### src/rtl/aging_pkg.sv
// Package: shared defaults for the aging victim selector.
// Assumes: consumers derive index widths from the frame count.
package aging_pkg;
    localparam int DEF_FRAMES = 8;
    localparam int DEF_AGE_W  = 8;
endpackage

### src/rtl/aging_frame_cell.sv
// Module: aging_frame_cell
// Holds one frame's history register and used flag. A load resets the
// history and marks the frame used; a tick shifts the used flag into the
// top of the history and restarts the flag from the same-cycle reference.
// Assumes: at most one of load/tick precedence rules applies, load first.
module aging_frame_cell #(
    parameter int AGE_W = aging_pkg::DEF_AGE_W
) (
    input  logic             clk,
    input  logic             rst_n,
    input  logic             tick,
    input  logic             hit,
    input  logic             load,
    output logic [AGE_W-1:0] age_o,
    output logic             used_o
);

    // History and used-flag update for this frame
    always_ff @(posedge clk) begin
        if (!rst_n) begin
            age_o  <= '0;
            used_o <= 1'b0;
        end else if (load) begin
            age_o  <= '0;
            used_o <= 1'b1;
        end else if (tick) begin
            age_o  <= {used_o, age_o[AGE_W-1:1]};
            used_o <= hit;
        end else if (hit) begin
            used_o <= 1'b1;
        end
    end

    AST_TICK_SHIFT: assert property (@(posedge clk) disable iff (!rst_n)
        (tick && !load) |=> (age_o[AGE_W-2:0] == $past(age_o[AGE_W-1:1])));
    AST_TICK_MSB: assert property (@(posedge clk) disable iff (!rst_n)
        (tick && !load) |=> (age_o[AGE_W-1] == $past(used_o)));
    AST_TICK_FRESH: assert property (@(posedge clk) disable iff (!rst_n)
        (tick && !load) |=> (used_o == $past(hit)));
    AST_LOAD_INIT: assert property (@(posedge clk) disable iff (!rst_n)
        load |=> (age_o == '0 && used_o));
    AST_USED_STICKY: assert property (@(posedge clk) disable iff (!rst_n)
        (!tick && !load && used_o) |=> used_o);

endmodule

### src/rtl/aging_min_tree.sv
// Module: aging_min_tree
// Combinational tournament that finds the smallest history value and its
// frame index. Leaves are padded to a power of two with all-ones values
// so padding never wins. The left operand wins on equality, which with
// leaves in index order picks the lowest index.
// Assumes: NUM >= 2.
module aging_min_tree #(
    parameter int NUM   = aging_pkg::DEF_FRAMES,
    parameter int AGE_W = aging_pkg::DEF_AGE_W,
    parameter int IDX_W = $clog2(NUM)
) (
    input  logic [NUM-1:0][AGE_W-1:0] ages_i,
    output logic [IDX_W-1:0]          idx_o,
    output logic [AGE_W-1:0]          age_o
);

    localparam int LEAVES = 1 << IDX_W;
    localparam int NODES  = 2 * LEAVES - 1;

    logic [AGE_W-1:0] node_age [NODES];
    logic [IDX_W-1:0] node_idx [NODES];

    // Leaf layer: real frames, then padding that can never be smallest
    for (genvar i = 0; i < LEAVES; i++) begin : g_leaf
        if (i < NUM) begin : g_real
            assign node_age[LEAVES-1+i] = ages_i[i];
        end else begin : g_pad
            assign node_age[LEAVES-1+i] = '1;
        end
        assign node_idx[LEAVES-1+i] = IDX_W'(i);
    end

    // Inner nodes: keep the left child unless the right is strictly smaller
    for (genvar k = 0; k < LEAVES - 1; k++) begin : g_node
        logic take_right;
        assign take_right  = node_age[2*k+2] < node_age[2*k+1];
        assign node_age[k] = take_right ? node_age[2*k+2] : node_age[2*k+1];
        assign node_idx[k] = take_right ? node_idx[2*k+2] : node_idx[2*k+1];
    end

    assign idx_o = node_idx[0];
    assign age_o = node_age[0];

endmodule

### src/rtl/aging_victim_sel.sv
// Module: aging_victim_sel (top)
// Approximates least-recently-used replacement with per-frame aging
// histories. Decodes reference and load strobes to frames, ages all frames
// on a tick and registers the smallest-history frame one cycle after a query.
// Assumes: synchronous active-low reset; frame indices below NUM_FRAMES.
module aging_victim_sel #(
    parameter int NUM_FRAMES = aging_pkg::DEF_FRAMES,
    parameter int AGE_W      = aging_pkg::DEF_AGE_W,
    localparam int IDX_W     = $clog2(NUM_FRAMES)
) (
    input  logic             clk,
    input  logic             rst_n,
    input  logic             hit_valid,
    input  logic [IDX_W-1:0] hit_frame,
    input  logic             tick,
    input  logic             load_valid,
    input  logic [IDX_W-1:0] load_frame,
    input  logic             query,
    output logic             victim_valid,
    output logic [IDX_W-1:0] victim_frame,
    output logic [AGE_W-1:0] victim_age
);

    logic [NUM_FRAMES-1:0]            hit_vec;
    logic [NUM_FRAMES-1:0]            load_vec;
    logic [NUM_FRAMES-1:0][AGE_W-1:0] ages;
    logic [NUM_FRAMES-1:0]            used;
    logic [IDX_W-1:0]                 min_idx;
    logic [AGE_W-1:0]                 min_age;

    // Per-frame cells with decoded strobes
    for (genvar f = 0; f < NUM_FRAMES; f++) begin : g_frame
        assign hit_vec[f]  = hit_valid  && (hit_frame  == IDX_W'(f));
        assign load_vec[f] = load_valid && (load_frame == IDX_W'(f));

        aging_frame_cell #(.AGE_W(AGE_W)) u_cell (
            .clk    (clk),
            .rst_n  (rst_n),
            .tick   (tick),
            .hit    (hit_vec[f]),
            .load   (load_vec[f]),
            .age_o  (ages[f]),
            .used_o (used[f])
        );

        AST_VICTIM_MIN: assert property (@(posedge clk) disable iff (!rst_n)
            query |=> (victim_age <= $past(ages[f])));
    end

    aging_min_tree #(
        .NUM   (NUM_FRAMES),
        .AGE_W (AGE_W),
        .IDX_W (IDX_W)
    ) u_tree (
        .ages_i (ages),
        .idx_o  (min_idx),
        .age_o  (min_age)
    );

    // Register the victim response one cycle after the query
    always_ff @(posedge clk) begin
        if (!rst_n) begin
            victim_valid <= 1'b0;
            victim_frame <= '0;
            victim_age   <= '0;
        end else begin
            victim_valid <= query;
            if (query) begin
                victim_frame <= min_idx;
                victim_age   <= min_age;
            end
        end
    end

    AST_RESET_QUIET: assert property (@(posedge clk)
        !rst_n |=> !victim_valid);
    AST_VICTIM_PULSE: assert property (@(posedge clk) disable iff (!rst_n)
        query |=> victim_valid);
    AST_VICTIM_IDLE: assert property (@(posedge clk) disable iff (!rst_n)
        !query |=> !victim_valid);
    AST_VICTIM_AGE: assert property (@(posedge clk) disable iff (!rst_n)
        query |=> (victim_age == $past(ages[min_idx])));

endmodule

### config.mk
export PLATFORM = sky130hd
export DESIGN_NAME = aging_victim_sel
export DESIGN_NICKNAME = d
export VERILOG_FILES = /design/src/rtl/aging_pkg.sv /design/src/rtl/aging_frame_cell.sv /design/src/rtl/aging_min_tree.sv /design/src/rtl/aging_victim_sel.sv
export SDC_FILE = /design/constraint.sdc
export NUM_CORES = 1
export LEC_CHECK = 0
export ABC_AREA = 0
export BUFFER_PORTS_ARGS = -buffer_cell sky130_fd_sc_hd__buf_2
export CAP_MARGIN = 20
export CELL_PAD_IN_SITES_DETAIL_PLACEMENT = 1
export CELL_PAD_IN_SITES_GLOBAL_PLACEMENT = 2
export CORE_MARGIN = 1
export CORE_UTILIZATION = 42
export CTS_BUF_LIST = sky130_fd_sc_hd__clkbuf_16
export DETAILED_ROUTE_END_ITERATION = 12
export PLACE_DENSITY_LB_ADDON = 0.1
export SYNTH_ARGS = -nofsm -noshare
export SYNTH_HDL_FRONTEND = slang
export SYNTH_SLANG_ARGS = --single-unit
### constraint.sdc
create_clock -name clk -period 7.9 [get_ports clk]
set_input_delay 0.395 -clock clk [delete_from_list [all_inputs] [get_ports clk]]
set_output_delay 0.395 -clock clk [all_outputs]
set_load 0.1 [all_outputs]
==> results, run 1 <==
- The final hold violation count is 0.
- The DRC violation count after routing is 0.
- The share of final-layout standard cells stronger than drive strength 1 is 0.0859.
- The share of the clock period used by the worst path after layout is 0.789.
- The area enclosed by the die boundary is 12300 um^2.
- The width of the die is 111 um.
- The detailed router placed 4022 vias in this run.
- The portion of the post-synthesis area used by sequential elements is 0.338.
- The routed length per instance is 16.9 um.
- The endpoint kind of the worst setup timing path is a flip-flop.
- The number of H-tree levels is 3.
- The total power density per cell area is 177 nW/um^2.
- The top cell types in the final layout, fill and taps aside, are 95 x sky130_fd_sc_hd__mux2i_1, 93 x sky130_fd_sc_hd__nor2_1, 84 x sky130_fd_sc_hd__dfxtp_1.
- The startpoint of the most critical register-to-register path is g_frame[6].u_cell.age_o[5]$_SDFFE_PP0P_.
- For the final database, setup skew stands at 0.00653 ns.
- The synthesized area per cell is 8.74 um^2.
- In this run the most critical hold path is launched from hit_valid.
- The via count of the first global-routing pass is 4301.
- The count of nets left with antenna violations after detail routing is 0.
- The via density per instance is 5.46.
- The flip-flop and latch count after synthesis is 84.
- Setup repair after global routing left no endpoint under its margin.
- Data on the critical path is required at its endpoint by 8.18 ns.
- Together, buffers and inverters on the worst path number 3.
- The die outline height is 111 um.
- The core region is 11500 um^2.
- In this design, the largest share of critical-path delay is due to compound AO/OA/AOI/OAI gates.
- The CTS tree is built.
- The library cell used most frequently in the layout, excluding fill and tap cells, is sky130_fd_sc_hd__mux2i_1.
- Synthesis produced 570 cells.
- For this design, the slowest cell found on the critical path is sky130_fd_sc_hd__o31ai_4.
- Summed over all layers, the global routing overflow is 0.
- In this run the worst path has a maximum fanout of 21.
- The flow ran to the end, and the final reports show no timing, DRC or antenna violations.
- Setup violations remaining at the end of the flow were counted as 0.
- The worst register-to-register path ends at victim_frame[0]$_SDFFE_PN0P_.
- The leakage power total is 2.62 nW.
- The largest single stage delay on the critical path is 0.68 ns.
- No sink is reached through more buffers than the 2 on the longest clock path.
- The routed wire length is 12500 um.
- The first routing iteration left 137 violations.
- Counting every sink on the clock net gives 84.
- Across the run, the number of max-cap violations was 0.
- The timing-limited maximum frequency is 0.160 GHz.
- Summed over all nets, the half-perimeter wirelength after detailed placement is 9450 um.
- The number of max-slew violations in the final report came to 0.
- Counting distinct cell types in the post-synthesis netlist gives 47.
- The netlist area before placement is 4980 um^2.
- Hold repair after CTS inserted 0 buffers.
- The clock input transition at the sequential cells of the worst setup and hold paths is 0.06 ns.
- For this run, the post-layout net count is 649.
- The clock root buffer is sky130_fd_sc_hd__clkbuf_16.
- STA classifies the critical path startpoint as a flip-flop.
- 0 antenna diodes ended up in the layout.
- Adding up every negative setup slack in the final design gives 0 ns.
- The path class of the tightest hold or removal check is primary input to flip-flop.
- The count of pins on the block boundary is 24.
- The post-cts gate resize count is 0.
- Across the VDD grid, the largest voltage drop is 0.0999 mV.
- The signal arrival time at the worst endpoint is 6.51 ns.
- The number of cells on the worst reg-to-reg path is 24.
- The pre-antenna-repair detailed-routing pass consisted of 4 iterations.
- The worst hold endpoint is g_frame[7].u_cell.used_o$_SDFFE_PN0P_.
- The growth of design area from synthesis to finish is 10.6%.
- During placement, the flow inserted port buffers numbering 23.
- The number of fill cells is 1359.
- During synthesis, Yosys emitted a total of 0 warnings.
- The overall power consumption is 0.000978 W.
- The initial standard-cell utilization of the core is 0.434.
- The critical path goes through inv_1 -> ha_1 -> a2111o_1 -> a31oi_1 -> o21a_1 -> nor2_1 -> mux2i_1 -> inv_1 -> ha_1 -> a21oi_1 -> nor2b_1 -> o21ai_0 -> nand3_1 -> a31oi_1 -> buf_4 -> mux2i_1 -> ha_1 -> a21o_1 -> a21o_1 -> a21oi_1 -> nand2b_1 -> o31ai_4 -> o311ai_1 -> a31oi_1.
- The initial antenna violation count is 0.
- The critical path start-end classification is flip-flop to flip-flop.
- The worst slew slack as a fraction of its limit is 0.267.
- The congestion estimate from routability-driven global placement came to 0.791.
- Counting instances, the worst hold path has a depth of 3.
- The clock latency on the worst-skew pair is 0.35 ns.
- The floorplan has 39 rows.
- The smallest clock period supported by the final layout is computed as 6.23 ns.
- In the global route stage, overall resource usage came out at 0.218.
- The TritonCTS buffer count is 9.
- The post-CTS setup buffer count is 0.
- At the pin with the least slew margin, the transition time is 1.10 ns.
- The number of nets produced by synthesis is 630.
- Entering global routing, the biggest net connects 66 pins.
- The first-pass GRT wire length is 21300 um.
- Setup slack on the worst reg-to-reg path comes out at 1.67 ns.
stage by stage:
stage / cells / utilization / setup WS (ns) / area (um^2) / hold WS (ns)
after detailed placement: 719 / 0.454 / 1.52 / 5200 / 0.490
after global placement: 719 / 0.454 / 1.78 / 5200 / 0.475
final: 737 / 0.480 / 1.67 / 5510 / 0.368
after floorplan: 570 / - / 3.12 / 4980 / 0.458
after global routing: 737 / 0.480 / 1.09 / 5510 / 0.380
after CTS: 735 / 0.479 / 1.50 / 5490 / 0.359
sequential cells by signal, indices dropped and copies added (netlist names):
register and cells:
g_frame.u_cell.age_o 64, g_frame.u_cell.used_o 8, victim_age 8, victim_frame 3, victim_valid 1
worst reg2reg max path: stages, from the launching register on:
cell and delay (ns):
sky130_fd_sc_hd__dfxtp_1 0.38, sky130_fd_sc_hd__inv_1 0.07, sky130_fd_sc_hd__ha_1 0.32, sky130_fd_sc_hd__a2111o_1 0.15, sky130_fd_sc_hd__a31oi_1 0.04, sky130_fd_sc_hd__o21a_1 0.13
sky130_fd_sc_hd__nor2_1 0.65, sky130_fd_sc_hd__mux2i_1 0.36, sky130_fd_sc_hd__inv_1 0.08, sky130_fd_sc_hd__ha_1 0.31, sky130_fd_sc_hd__a21oi_1 0.14, sky130_fd_sc_hd__nor2b_1 0.06
sky130_fd_sc_hd__o21ai_0 0.19, sky130_fd_sc_hd__nand3_1 0.12, sky130_fd_sc_hd__a31oi_1 0.48, sky130_fd_sc_hd__buf_4 0.28, sky130_fd_sc_hd__mux2i_1 0.30, sky130_fd_sc_hd__ha_1 0.30
sky130_fd_sc_hd__a21o_1 0.19, sky130_fd_sc_hd__a21o_1 0.18, sky130_fd_sc_hd__a21oi_1 0.19, sky130_fd_sc_hd__nand2b_1 0.11, sky130_fd_sc_hd__o31ai_4 0.68, sky130_fd_sc_hd__o311ai_1 0.23
sky130_fd_sc_hd__a31oi_1 0.20
per-layer routing:
layer / vias up / share of wire / global-route usage
met3: 12 / 0.019 / 0.0268
met4: 0 / 0.018 / 0.0951
met1: 1930 / 0.44 / 0.254
met2: 33 / 0.52 / 0.398
li1: 2047 / - / -
met5: - / 0 / 0
power by group:
part / leakage [nW] / total [W] / switching (W) / internal [W]
clock: 0.139 / 0.000419 / 0.000176 / 0.000243
sequential: 0.679 / 0.000434 / 0.00000467 / 0.000430
combinational: 1.80 / 0.000124 / 0.0000870 / 0.0000369
area by class of cell:
type | count | area [um^2] | share of cell area
clock buffer | 9 | 225 | 0.0409
multi-input combinational | 420 | 3030 | 0.550
clock inverter | 7 | 67.6 | 0.0123
timing repair buffer | 27 | 148 | 0.0268
tap | 143 | 179 | 0.0325
inverter | 47 | 176 | 0.0320
sequential | 84 | 1680 | 0.305
cell usage after synthesis (all sizes together):
| cell | n | area share |
|---|---|---|
| or2 | 2 | 0.0025 |
| nor2b | 1 | 0.0013 |
| nor2 | 93 | 0.070 |
| buf | 6 | 0.0093 |
| ha | 48 | 0.12 |
| or3 | 2 | 0.0025 |
| a31oi | 14 | 0.018 |
| o32a | 1 | 0.0020 |
| and2 | 2 | 0.0025 |
| dfxtp | 84 | 0.34 |
| o21ai | 27 | 0.027 |
| mux2i | 96 | 0.20 |
| nand3 | 5 | 0.0050 |
| o22ai | 6 | 0.0075 |
| a2111oi | 1 | 0.0030 |
| nor3b | 7 | 0.011 |
| clkinv | 1 | 0.00075 |
| inv | 46 | 0.035 |
| a21o | 5 | 0.0075 |
| o311ai | 2 | 0.0035 |
| a221oi | 1 | 0.0018 |
| a2111o | 2 | 0.0045 |
| o21a | 7 | 0.011 |
| nand2 | 25 | 0.019 |
| o31ai | 8 | 0.015 |
| a211o | 3 | 0.0053 |
| nand4b | 1 | 0.0018 |
| and3 | 1 | 0.0013 |
| nand3b | 1 | 0.0015 |
| a31o | 1 | 0.0018 |
| a21oi | 28 | 0.029 |
| nand2b | 13 | 0.016 |
| mux2 | 1 | 0.0023 |
| nand4 | 6 | 0.0075 |
| o221ai | 1 | 0.0018 |
| o211ai | 1 | 0.0015 |
| clkbuf | 13 | 0.0098 |
| nor3 | 7 | 0.0070 |
| a21boi | 1 | 0.0015 |
worst max-delay path by stage:
stage               cells past startpoint                           end                                    start  slack [ns]
floorplan                              27  victim_frame[0]$_SDFFE_PN0P_  g_frame[2].u_cell.age_o[1]$_SDFFE_PP0P_        3.12
global placement                       20  victim_frame[0]$_SDFFE_PN0P_  g_frame[0].u_cell.age_o[3]$_SDFFE_PP0P_        1.78
detailed placement                     20  victim_frame[0]$_SDFFE_PN0P_  g_frame[0].u_cell.age_o[7]$_SDFFE_PP0P_        1.52
CTS                                    21  victim_frame[0]$_SDFFE_PN0P_  g_frame[0].u_cell.age_o[3]$_SDFFE_PP0P_        1.50
global route                           24  victim_frame[0]$_SDFFE_PN0P_  g_frame[6].u_cell.age_o[5]$_SDFFE_PP0P_        1.09
finish                                 24  victim_frame[0]$_SDFFE_PN0P_  g_frame[6].u_cell.age_o[5]$_SDFFE_PP0P_        1.67
kinds of logic after synthesis:
kind of cell	count (synthesis)	share of synthesized area
adders and majority gates	48	0.121
DFF	84	0.338
AOI/OAI and AO/OA	109	0.141
and+or+nand+nor	166	0.149
buffers and inverters	66	0.0545
muxes	97	0.198
Note: power is estimated with default switching activity, not from simulation.
==> run 2: changes to the inputs <==
--- a/config.mk
+++ b/config.mk
@@ -11,7 +11,7 @@
 export CELL_PAD_IN_SITES_DETAIL_PLACEMENT = 1
 export CELL_PAD_IN_SITES_GLOBAL_PLACEMENT = 2
 export CORE_MARGIN = 1
-export CORE_UTILIZATION = 42
+export CORE_UTILIZATION = 39
 export CTS_BUF_LIST = sky130_fd_sc_hd__clkbuf_16
 export DETAILED_ROUTE_END_ITERATION = 12
 export PLACE_DENSITY_LB_ADDON = 0.1
==> constraint.sdc (replaced) <==
create_clock -name clk -period 6.4 [get_ports clk]
set_input_delay 0.32 -clock clk [delete_from_list [all_inputs] [get_ports clk]]
set_output_delay 0.32 -clock clk [all_outputs]
set_load 0.1 [all_outputs]
==> results, run 2 (same netlist as run 1, synthesis figures left out) <==
- Outcome: finished clean (unchanged).
- The width of the die was 115 um (was 111 um).
- The violation count after the first detailed-routing iteration is 111 (was 137).
- The worst hold endpoint is g_frame[7].u_cell.used_o$_SDFFE_PN0P_ (unchanged).
- The final setup TNS is 0 ns (unchanged).
- The die outline height is 115 um (was 111 um).
- The clock tree skew after final layout is 0.00555 ns (was 0.00653 ns).
- The initial antenna violation count is 0 (unchanged).
- The clock latency on the worst-skew pair came to 0.35 ns (about the same).
- The leading cell type in the layout, fill and taps excluded is sky130_fd_sc_hd__mux2i_1 (unchanged).
- The net switching share of the total power is 0.270 (was 0.274).
- The setup violation total in the final timing report is 0 (unchanged).
- The post-cts gate resize count is 0 (unchanged).
- The area enclosed by the die boundary was 13200 um^2 (was 12300 um^2).
- The routed wire length is 12700 um (was 12500 um).
- The clock root buffer is sky130_fd_sc_hd__clkbuf_16 (unchanged).
- The global router's overall resource usage came to 0.207 (was 0.218).
- The share of the clock period used by the worst path after layout is 0.896 (was 0.789).
- The overall via count from detail_route was 4071 (was 4022).
- The critical path start-end classification is flip-flop to flip-flop (unchanged).
- The kind of start point of the critical path was a flip-flop (unchanged).
- The maximum net fanout on the critical path is 11 (was 21).
- The first-pass GRT wire length is 20900 um (was 21300 um).
- The initial standard-cell utilization of the core was 0.408 (was 0.434).
- The endpoint kind of the worst setup timing path is a flip-flop (unchanged).
- The number of buffers on the longest clock path is 2 (unchanged).
- The CTS tree is built (unchanged).
- The number of placed instances, taps included is 750 (was 719).
- The capture instance of the worst register-to-register path is victim_age[1]$_SDFFE_PN0P_ (was victim_frame[0]$_SDFFE_PN0P_).
- The number of H-tree levels is 3 (unchanged).
- The number of maximum-capacitance violations is 0 (unchanged).
- Most frequent cells in the layout: 95 x sky130_fd_sc_hd__mux2i_1, 93 x sky130_fd_sc_hd__nor2_1, 84 x sky130_fd_sc_hd__dfxtp_1 (unchanged).
- The leakage power total came to 2.64 nW (was 2.62 nW).
- The post-DP HPWL came to 9900 um (was 9450 um).
- The TritonCTS buffer count is 9 (unchanged).
- The growth of design area from synthesis to finish is 11.7% (was 10.6%).
- The register with the most flip-flops is g_frame.u_cell.age_o (unchanged).
- The share of total power in sequential cells is 0.447 (was 0.444).
- The final-stage net count is 653 (was 649).
- The worst reg2reg path depth came to 25 (was 24).
- The final instance count without filler cells was 766 (was 737).
- The flop-to-flop setup slack is 0.66 ns (was 1.67 ns).
- The signal arrival time at the worst endpoint is 5.95 ns (was 6.51 ns).
- The total power density per cell area is 216 nW/um^2 (was 177 nW/um^2).
- The detailed-router iteration count before antenna repair is 4 (unchanged).
- The number of hold-repair buffers added at the cts stage was 0 (unchanged).
- The routability-driven placement congestion ratio is 0.887 (was 0.791).
- The required time of the worst setup path is 6.61 ns (was 8.18 ns).
- Top flop regs: g_frame.u_cell.age_o (64), g_frame.u_cell.used_o (8), victim_age (8) (unchanged).
- The type of the tightest min-delay check is primary input to flip-flop (unchanged).
- The combinational share of power is 0.130 (was 0.127).
- The clock sink total is 84 (unchanged).
- The pin count of the biggest net entering global routing is 43 (was 66).
- The final critical path time including I/O delays and setup came to 5.74 ns (was 6.23 ns).
- The DRC violation count after routing came to 0 (unchanged).
- The total internal power is 0.000876 W (was 0.000710 W).
- The number of flip-flops in the largest register is 64 (unchanged).
- The worst slew slack as a fraction of its limit is 0.445 (was 0.267).
- The hold path startpoint is hit_valid (unchanged).
- The final hold violation count is 0 (unchanged).
- The end-of-flow core utilization is 0.456 (was 0.480).
- The share of final-layout standard cells stronger than drive strength 1 was 0.0870 (was 0.0859).
- The startpoint of the most critical register-to-register path is g_frame[6].u_cell.age_o[5]$_SDFFE_PP0P_ (unchanged).
- The count of pins on the block boundary is 24 (unchanged).
- The via count of the first global-routing pass is 4129 (was 4301).
- The timing-limited maximum frequency is 0.174 GHz (was 0.160 GHz).
- The count of buffers from port buffering is 23 (unchanged).
- Setup repair after global routing missed its margin: no (unchanged).
- The final global-route overflow total is 0 (unchanged).
- The part of the power in the clock network is 0.422 (was 0.429).
- The transition time at the pin with the least slew margin came to 0.827 ns (was 1.10 ns).
- The number of max-slew violations in the final report is 0 (unchanged).
- The count of nets left with antenna violations after detail routing is 0 (unchanged).
- The hold path depth is 3 (unchanged).
- The maximum vdd drop is 0.0942 mV (was 0.0999 mV).
- The post-CTS setup buffer count is 0 (unchanged).
- The via density per instance is 5.31 (was 5.46).
- The first element of the critical path is g_frame[6].u_cell.age_o[5]$_SDFFE_PP0P_ (unchanged).
- The total core area is 12200 um^2 (was 11500 um^2).
- The total number of placement rows is 40 (was 39).
- The clock input transition at the sequential cells of the worst setup and hold paths is 0.06 ns (about the same).
- The number of antenna cells inserted was 0 (unchanged).
- The switching component of the power is 0.000324 W (was 0.000268 W).
- The routed length per instance came to 16.6 um (was 16.9 um).
-- run 2: cell type report --
class / count / area [um^2]
inverter: 47 / 176
clock inverter: 7 / 60.1
clock buffer: 9 / 225
multi-input combinational: 420 / 3030
timing repair buffer: 31 / 178
fill: 1483 / 6650
tap: 168 / 210
sequential: 84 / 1680
-- run 2: through the flow --
step	power [W]	setup slack [ns]	area (um^2)	hold slack (ns)
6_report	0.00120	0.663	5560	0.306
5_1_grt	0.00125	0.181	5560	0.316
4_1_cts	0.00122	0.650	5560	0.296
3_5_place_dp	0.000705	0.685	5280	0.488
3_3_place_gp	0.000702	0.828	5280	0.475
2_1_floorplan	0.000671	1.62	4980	0.458
-- run 2: power by group through the flow --
stage	Combinational, W	Sequential, W	Clock, W
after floorplan	0.0000988	0.000572	0
after global placement	0.000154	0.000548	0
after detailed placement	0.000157	0.000549	0
after CTS	0.000157	0.000537	0.000525
after global routing	0.000170	0.000537	0.000545
final	0.000157	0.000537	0.000507
-- run 2: metal layers --
layer | wire length (um) | part of all wire | vias up | global-route usage
met2 | 6380 | 0.50 | 32 | 0.366
met4 | 155 | 0.012 | 0 | 0.0615
li1 | - | - | 2059 | -
met5 | 0 | 0 | - | 0
met3 | 432 | 0.034 | 12 | 0.0369
met1 | 5770 | 0.45 | 1968 | 0.256
-- run 2: critical path, stage by stage (launching register included) --
cell,delay [ns]
sky130_fd_sc_hd__dfxtp_1,0.36
sky130_fd_sc_hd__inv_1,0.06
sky130_fd_sc_hd__ha_1,0.32
sky130_fd_sc_hd__a2111o_1,0.37
sky130_fd_sc_hd__a31oi_1,0.15
sky130_fd_sc_hd__o21a_1,0.18
sky130_fd_sc_hd__nor2_1,0.12
sky130_fd_sc_hd__buf_4,0.19
sky130_fd_sc_hd__mux2i_1,0.22
sky130_fd_sc_hd__inv_1,0.08
sky130_fd_sc_hd__ha_1,0.32
sky130_fd_sc_hd__a21oi_1,0.16
sky130_fd_sc_hd__nor2b_1,0.06
sky130_fd_sc_hd__o21ai_0,0.21
sky130_fd_sc_hd__nand3_1,0.13
sky130_fd_sc_hd__a31oi_1,0.49
sky130_fd_sc_hd__mux2i_1,0.33
sky130_fd_sc_hd__ha_1,0.30
sky130_fd_sc_hd__a21o_1,0.18
sky130_fd_sc_hd__a21o_1,0.16
sky130_fd_sc_hd__a21oi_1,0.19
sky130_fd_sc_hd__nand2b_1,0.12
sky130_fd_sc_hd__o31ai_4,0.45
sky130_fd_sc_hd__buf_4,0.27
sky130_fd_sc_hd__or2_2,0.13
sky130_fd_sc_hd__a31oi_1,0.07
-- run 2: worst max-delay path by stage --
stage	endpoint	slack (ns)	depth (start not counted)
floorplan	victim_frame[0]$_SDFFE_PN0P_	1.62	27
global placement	victim_age[1]$_SDFFE_PN0P_	0.83	24
detailed placement	victim_age[1]$_SDFFE_PN0P_	0.69	24
CTS	victim_age[1]$_SDFFE_PN0P_	0.65	25
global route	victim_age[1]$_SDFFE_PN0P_	0.18	25
finish	victim_age[1]$_SDFFE_PN0P_	0.66	25
